--- src/rtl/amo_unit.sv ---
module amo_unit #(
  parameter int AW    = 64,
  parameter int DW    = 64,
  parameter int OFS_W = 16
) (
  input  logic          clk,
  input  logic          rst_n,
  input  logic          req_valid,
  input  logic [AW-1:0] req_base,
  input  logic [OFS_W-1:0] req_offset,
  input  logic          req_wide,
  input  logic [7:0]    req_op,
  input  logic [DW-1:0] req_src,
  input  logic [DW-1:0] req_r0,
  output logic          busy,
  output logic          mem_lock,
  output logic          mem_rd_en,
  output logic          mem_wr_en,
  output logic          mem_wide,
  output logic [AW-1:0] mem_addr,
  output logic [DW-1:0] mem_wdata,
  input  logic [DW-1:0] mem_rdata,
  output logic          done,
  output logic          err,
  output logic          src_we,
  output logic [DW-1:0] src_val,
  output logic          r0_we,
  output logic [DW-1:0] r0_val
);
  localparam int HW = DW / 2;
  localparam logic [3:0] C_ADD = 4'h0, C_OR = 4'h4, C_AND = 4'h5,
                         C_XOR = 4'ha, C_XCHG = 4'he, C_CMPX = 4'hf;

  typedef enum logic [2:0] {S_IDLE, S_READ, S_MOD, S_WRITE, S_DONE} st_t;
  st_t st;

  logic [AW-1:0] addr_q;
  logic [3:0]    code_q;
  logic          wide_q, fetch_q, err_q;
  logic [DW-1:0] src_q, r0_q, old_q, new_q;

  function automatic logic [DW-1:0] zx(input logic [DW-1:0] v);
    return {{(DW-HW){1'b0}}, v[HW-1:0]};
  endfunction

  logic [AW-1:0] tgt;
  logic [3:0]    rcode;
  logic          simple, swap, op_ok, algn_ok;
  assign tgt     = req_base + {{(AW-OFS_W){req_offset[OFS_W-1]}}, req_offset};
  assign rcode   = req_op[7:4];
  assign simple  = rcode == C_ADD || rcode == C_OR || rcode == C_AND || rcode == C_XOR;
  assign swap    = rcode == C_XCHG || rcode == C_CMPX;
  assign op_ok   = req_op[3:1] == 3'b000 && (simple || (swap && req_op[0]));
  assign algn_ok = req_wide ? tgt[2:0] == 3'b000 : tgt[1:0] == 2'b00;

  logic [DW-1:0] rd_v, calc, calc_m;
  logic          hit;
  assign rd_v = wide_q ? mem_rdata : zx(mem_rdata);
  assign hit  = rd_v == r0_q;

  always_comb begin
    case (code_q)
      C_ADD:   calc = rd_v + src_q;
      C_OR:    calc = rd_v | src_q;
      C_AND:   calc = rd_v & src_q;
      C_XOR:   calc = rd_v ^ src_q;
      default: calc = src_q;
    endcase
  end
  assign calc_m = wide_q ? calc : zx(calc);

  always_ff @(posedge clk) begin
    if (!rst_n) begin
      st      <= S_IDLE;
      addr_q  <= '0;
      code_q  <= '0;
      wide_q  <= 1'b0;
      fetch_q <= 1'b0;
      err_q   <= 1'b0;
      src_q   <= '0;
      r0_q    <= '0;
      old_q   <= '0;
      new_q   <= '0;
    end else begin
      case (st)
        S_IDLE: if (req_valid) begin
          addr_q  <= tgt;
          wide_q  <= req_wide;
          code_q  <= rcode;
          fetch_q <= req_op[0];
          src_q   <= req_wide ? req_src : zx(req_src);
          r0_q    <= req_wide ? req_r0 : zx(req_r0);
          old_q   <= '0;
          if (op_ok && algn_ok) begin
            err_q <= 1'b0;
            st    <= S_READ;
          end else begin
            err_q <= 1'b1;
            st    <= S_DONE;
          end
        end
        S_READ: st <= S_MOD;
        S_MOD: begin
          old_q <= rd_v;
          new_q <= calc_m;
          st    <= (code_q == C_CMPX && !hit) ? S_DONE : S_WRITE;
        end
        S_WRITE: st <= S_DONE;
        default: st <= S_IDLE;
      endcase
    end
  end

  assign busy      = st != S_IDLE;
  assign done      = st == S_DONE;
  assign err       = done && err_q;
  assign mem_rd_en = st == S_READ;
  assign mem_wr_en = st == S_WRITE;
  assign mem_lock  = st == S_READ || st == S_MOD || st == S_WRITE || (done && !err_q);
  assign mem_wide  = wide_q;
  assign mem_addr  = addr_q;
  assign mem_wdata = new_q;
  assign src_we    = done && !err_q && fetch_q;
  assign r0_we     = done && !err_q && code_q == C_CMPX;
  assign src_val   = old_q;
  assign r0_val    = old_q;
endmodule

--- config.mk ---
export PLATFORM = sky130hd
export DESIGN_NAME = amo_unit
export DESIGN_NICKNAME = d
export VERILOG_FILES = /design/src/rtl/amo_unit.sv
export SDC_FILE = /design/constraint.sdc
export NUM_CORES = 1
export LEC_CHECK = 0
export BUFFER_PORTS_ARGS = -buffer_cell sky130_fd_sc_hd__buf_4
export CORE_MARGIN = 4
export CORE_UTILIZATION = 50
export DETAILED_ROUTE_END_ITERATION = 7
export PLACE_DENSITY = 0.84
export SLEW_MARGIN = 20
export SYNTH_ARGS = -nofsm -noshare
export SYNTH_HDL_FRONTEND = slang
export SYNTH_SLANG_ARGS = --single-unit
--- constraint.sdc ---
create_clock -name clk -period 3.52 [get_ports clk]
set_input_delay 0.352 -clock clk [delete_from_list [all_inputs] [get_ports clk]]
set_output_delay 0.352 -clock clk [all_outputs]
set_load 0.05 [all_outputs]
## Word-level counts from Yosys, hierarchy flattened

Index checks and enable logic that the tools add are counted.

| storage, ports and cells | value |
|---|---|
| bits in registers | 330 |
| bits of input ports | 284 |
| logic and storage cells | 71 |

| cells by class | value |
|---|---|
| $add $sub $neg | 2 |
| eq/ne operators | 15 |
| mux-type cells | 13 |
| bitwise operators | 3 |
| reductions and logical operators | 28 |

Operators by type and width:

| operator | count |
|---|---|
| $mux W64 | 5 |
| $pmux W64 S4 | 1 |
| $add A64 B64 Y64 | 2 |
| $pmux W64 S2 | 1 |
| $and A64 B64 Y64 | 1 |
| $eq A64 B64 Y1 | 1 |
| $or A64 B64 Y64 | 1 |
| $xor A64 B64 Y64 | 1 |
| $eq A4 B4 Y1 const B | 5 |
| $eq A4 B3 Y1 const B | 4 |
| $pmux W3 S4 | 1 |
| $logic_not A3 Y1 | 3 |
| $mux W3 | 3 |
| $logic_and A1 B1 Y1 | 8 |
| $logic_not A4 Y1 | 2 |
| $logic_or A1 B1 Y1 | 8 |
| $eq A3 B2 Y1 const B | 2 |
| $reduce_and A2 Y1 | 2 |
| $eq A3 B1 Y1 const B | 1 |
| $eq A3 B3 Y1 const B | 1 |
| $reduce_bool A3 Y1 | 1 |
| $logic_not A1 Y1 | 2 |
| $logic_not A2 Y1 | 1 |
| $mux W1 | 2 |
| other kinds (2) | 2 |

## Logic depth before layout (Yosys ltp)

| depth | value |
|---|---|
| word-level depth | 10 |
| mapped depth | 18 |
| mapped depth without buffers | 13 |

## Least setup slack after synthesis

Ideal clock, no wire load.

| timing | value |
|---|---|
| path kind | flip-flop to flip-flop |
| from | register wide_q (netlist: mem_wide) |
| to | register new_q[61] (netlist: mem_wdata[61]) |
| library setup time | 134 ps |
| data arrival time | 3986 ps |
| slack | -600 ps |
| cell stages (with the launch flop) | 19 |
| path buffers | 6 |
| clock period less this slack | 4120 ps |
| cells stage by stage | dfxtp_1 -> clkbuf_1 -> clkbuf_1 -> buf_2 -> buf_2 -> clkbuf_1 -> nand2_1 -> ha_1 -> clkbuf_1 -> a32o_1 -> nand2_1 -> nand3_1 -> a21o_1 -> o31ai_1 -> o21ai_1 -> a21o_1 -> a311oi_1 -> xor2_1 -> o22ai_1 |

| between the ends | value |
|---|---|
| cells in the longest elaborated chain, start to end | 4 |
| elaborated cells on any way between the ends | 7 |
| classes of those cells | 1 x add/sub; 3 x mux; 3 x bitwise |

RTL lines:

| item | RTL line | RTL |
|---|---|---|
| start, declared | 39 | `logic wide_q, fetch_q, err_q;` |
| start signal, assigned | 88 | `wide_q <= req_wide;` |
| $mux W64 | 58 | `assign rd_v = wide_q ? mem_rdata : zx(mem_rdata);` |
| $add A64 B64 Y64 (tied with other cells) | 63 | `C_ADD: calc = rd_v + src_q;` |
| $pmux W64 S4 | 62 | `case (code_q)` |
| $mux W64 (*) | 70 | `assign calc_m = wide_q ? calc : zx(calc);` |
| end signal, assigned | 105 | `new_q <= calc_m;` |
| end, declared | 40 | `logic [DW-1:0] src_q, r0_q, old_q, new_q;` |

Mark *: on every way between the ends. The rest lies on a longest branch, timed or not.
A chain may end at the register's enable or synchronous reset.

## Final worst setup path

| timing | value |
|---|---|
| from | register src_q[11] |
| to | register new_q[61] (netlist: mem_wdata[61]) |

| between the ends | value |
|---|---|
| cells in the longest elaborated chain, start to end | 3 |

RTL lines:

| item | RTL line | RTL |
|---|---|---|
| start, declared | 40 |  |
| start signal, assigned | 91 | `src_q <= req_wide ? req_src : zx(req_src);` |
| $add A64 B64 Y64 | 63 |  |
| $pmux W64 S4 | 62 |  |
| $mux W64 | 70 |  |

No other way between the ends.

==> flow_metrics.py <==
metrics = {
    "status": {
        "status": "completed",
    },
    "timing": {
        "setup_viol": 0,
        "rsz0062_at_grt": "no",
        "slew_headroom_pct": 20.60,
        "period_share_pct": 95.08,
        "hold_viol": 0,
        "report.final.slew_viol_count": 0,
        "fin_crit_ps": 3347,
        "max_freq_ghz": 0.2988,
        "worst_pin_slew_ps": 1191,
        "hold_ws_ps": 32.74,
        "final.setup_skew_ps": 12.29,
    },
    "power": {
        "p_int_mw": 7.500,
        "clkPwrFrac_pct": 37.6,
        "powerDensity_nw_per_um2": 385.1,
        "p_leak_nw": 12.40,
        "switchingPower_mw": 3.676,
        "power_frac_seq_pct": 36.1,
        "switching_share_pct": 32.89,
        "p_comb_share_pct": 26.3,
        "ir_drop_uv": 367.4,
        "power_mw": 11.18,
    },
    "cts": {
        "clkLatencyLatePin_ps": 570,
        "root_buffer": "clkbuf_16",
        "cts_buffers": 40,
        "clk_path_buf_depth": 3,
        "clk_pin_slew_ps": 60,
        "clock-sinks": 330,
        "hold_buffers": 0,
        "cts_tree": "done",
        "cts.htree.levels": 2,
    },
    "global_routing": {
        "grt_pass1_wl_um": 137000,
        "grt_usage_pct": 34.12,
        "antenna_found_initial": 4,
        "globalRoute.totalOverflow": 0,
        "grt_max_degree": 119,
        "grt_pass1_vias": 24020,
    },
    "yosys": {
        "synth_compound_area_share_pct": 27.40,
        "synthAdderAreaFrac_pct": 9.623,
        "synth_top_area_share_pct": 28.35,
        "syn_area_um2": 23300,
        "ys_warn_count": 0,
        "synth.avg_cell_area_um2": 7.306,
        "synth.area.mux_share_pct": 0.3007,
        "syn_nets": 3651,
        "synth-async-reset-ratio_pct": 0,
        "synth_edf_count": 0,
        "ys_seq_area_share_pct": 28.35,
        "ys_ff_latch": 330,
        "synth-xor-area-share_pct": 5.789,
        "synth_top_cell_by_area": "dfxtp_1",
        "synth_top_family_by_area": "compound AO/OA/AOI/OAI gates",
        "synth_cells": 3189,
        "synth_cell_types": 83,
        "synth-simple-area-share_pct": 20.19,
        "synth_flop_cell": "dfxtp_1",
        "ys_top_cells_by_area": "dfxtp_1 (28%), ha_1 (9.5%), a21oi_1 (8.4%)",
    },
    "detailed_routing": {
        "vias": 25710,
        "drc": 0,
        "first_pass_iters": 8,
        "vias_per_cell": 6.082,
        "ant_nets": 0,
        "wl_per_cell_um": 21.46,
        "drtIter0Drc": 2790,
        "drt_wl_total_um": 90690,
    },
    "die": {
        "ioPinCount": 549,
        "row_count": 78,
        "core_area_um2": 45670,
        "die_w_um": 223.9,
        "die_h_um": 223.9,
        "initial_core_util_pct": 51.01,
        "die_area_um2": 50120,
    },
    "worst_setup_path": {
        "slowest_delay_ps": 380,
        "critical_path_arrival_ps": 3760,
        "critical_path_buf_inv_count": 2,
        "cp_slowest_cell": "dfxtp_1",
        "critPathKind": "flop to flop",
        "crit_path_end_kind": "flop",
        "required_ps": 3940,
        "cp_max_fo": 7,
        "critical_path.top_delay_family": "compound AO/OA/AOI/OAI gates",
        "crit_path_start_kind": "flop",
        "path_cells": "inv_1 -> ha_1 -> a21oi_1 -> nand2_1 -> a221oi_2 -> buf_4 -> o211ai_1 -> nand2_2 -> o21ai_1 -> a21o_1 -> a311oi_2 -> xor2_1 -> o22ai_1",
    },
    "cells_and_area": {
        "drive_gt1_share_pct": 20.63,
        "syn_to_final_growth_pct": 24.54,
        "most-common-layout-cells": "buf_4 (642), nand2_1 (515), a21oi_1 (389)",
        "layout_commonest_cell": "buf_4",
        "fin_nets": 4063,
    },
    "placement": {
        "gp_congestion": 1.022,
        "port-buffer-count": 548,
        "hpwl_um": 67760,
    },
    "hold_path": {
        "hold_class": "input pin to flop",
    },
    "job": {
        "cap_violations": 0,
    },
}
==> logic make-up (layout without fill, tap and decap cells) <==
family / count (synthesis) / in the layout
compound gates: 1024 / 1024
buf+inv: 431 / 868
flops: 330 / 330
mux: 7 / 7
fa+ha+maj: 178 / 178
xor+xnor: 154 / 154
simple gates: 1065 / 1065
other cells: 0 / 1
==> cell type report <==
type	instances	area, um^2
Tap cell	600	750.7
Inverter	152	578.1
Fill cell	4095	16660
Multi-Input combinational cell	2428	14820
Sequential cell	330	6610
Clock buffer	58	1160
Antenna cell	1	2.502
Clock inverter	9	132.6
Timing Repair Buffer	649	4960
==> path summary, 6_finish.rpt <==
path / startpoint / endpoint / slack [ps] / cells after the start
worst min register to register: r0_q[35] / r0_q[35] / 460 / 2
worst max register to register: src_q[11] / mem_wdata[61] / 170 / 13
worst max-delay path: src_q[11] / mem_wdata[61] / 170 / 13
worst min-delay path: req_src[22] / src_q[22] / 30 / 3
==> what timing repair did <==
action                                  in CTS  in global routing
resized for setup                            0                  7
buffers inserted                             0                  1
endpoints found under the setup margin       0                  8
==> layer usage <==
| metal | up-vias | part of all wire [%] | track usage [%] |
|---|---|---|---|
| met5 | - | 0.032 | 0 |
| met4 | 6 | 5.8 | 17.00 |
| met3 | 278 | 9.5 | 6.565 |
| met2 | 1327 | 45 | 54.30 |
| met1 | 12060 | 40 | 44.42 |
| li1 | 12040 | - | - |
==> through the flow <==
step           TNS (ps)  std cells  util, %  setup WS (ps)  cell area [um^2]
2_1_floorplan         0       3189        -          11.99             23320
3_3_place_gp     -33.16       4158    60.62         -33.16             27690
3_5_place_dp     -195.8       4158    60.62         -120.1             27690
4_1_cts               0       4225    63.45          113.8             28980
5_1_grt               0       4227    63.53          21.72             29020
6_report              0       4227    63.53          173.0             29020
==> Yosys cell counts (9+ instances only) <==
cell         n
nand2_1    516
a21oi_1    390
dfxtp_1    330
o21ai_0    210
nor2_1     184
clkbuf_1   178
ha_1       176
nand3_1    164
inv_1      152
xnor2_1     95
buf_4       64
xor2_1      59
a221oi_1    56
a21o_1      53
a31oi_1     44
nor3_1      40
and2_1      39
o211ai_1    33
nand4_1     31
a22oi_1     26
a21boi_0    21
buf_1       20
o21bai_1    19
o21a_1      17
a211oi_1    16
o22ai_1     16
a32o_1      15
o31ai_1     15
and3_1      13
nor2b_1     13
nand2b_1    12
nor4_1      12
o2111ai_1   10
or3_1       10
o311ai_0     9
==> power by group through the flow <==
| stage | logic [mW] | registers, mW | clock network (mW) |
|---|---|---|---|
| finish | 2.94 | 4.04 | 4.20 |
| global route | 3.17 | 4.05 | 4.37 |
| CTS | 2.89 | 4.03 | 4.24 |
| detailed placement | 2.87 | 4.11 | 0 |
| global placement | 2.86 | 4.11 | 0 |
| floorplan | 1.56 | 4.34 | 0 |
==> registers in the layout, summed over array words and instances, names as in the netlist <==
name	flops
mem_wdata	64
code_q	4
r0_val	64
mem_addr	64
r0_q	64
err_q	1
st	3
fetch_q	1
src_q	64
mem_wide	1
==> worst min-delay path: cells and delay by family <==
| kind | cells | cell delay, ps |
|---|---|---|
| AND/OR/NAND/NOR | 1 | 40 |
| AO/OA/AOI/OAI | 1 | 50 |
| buffers and inverters | 1 | 110 |
(Power assumes the default switching activity.)
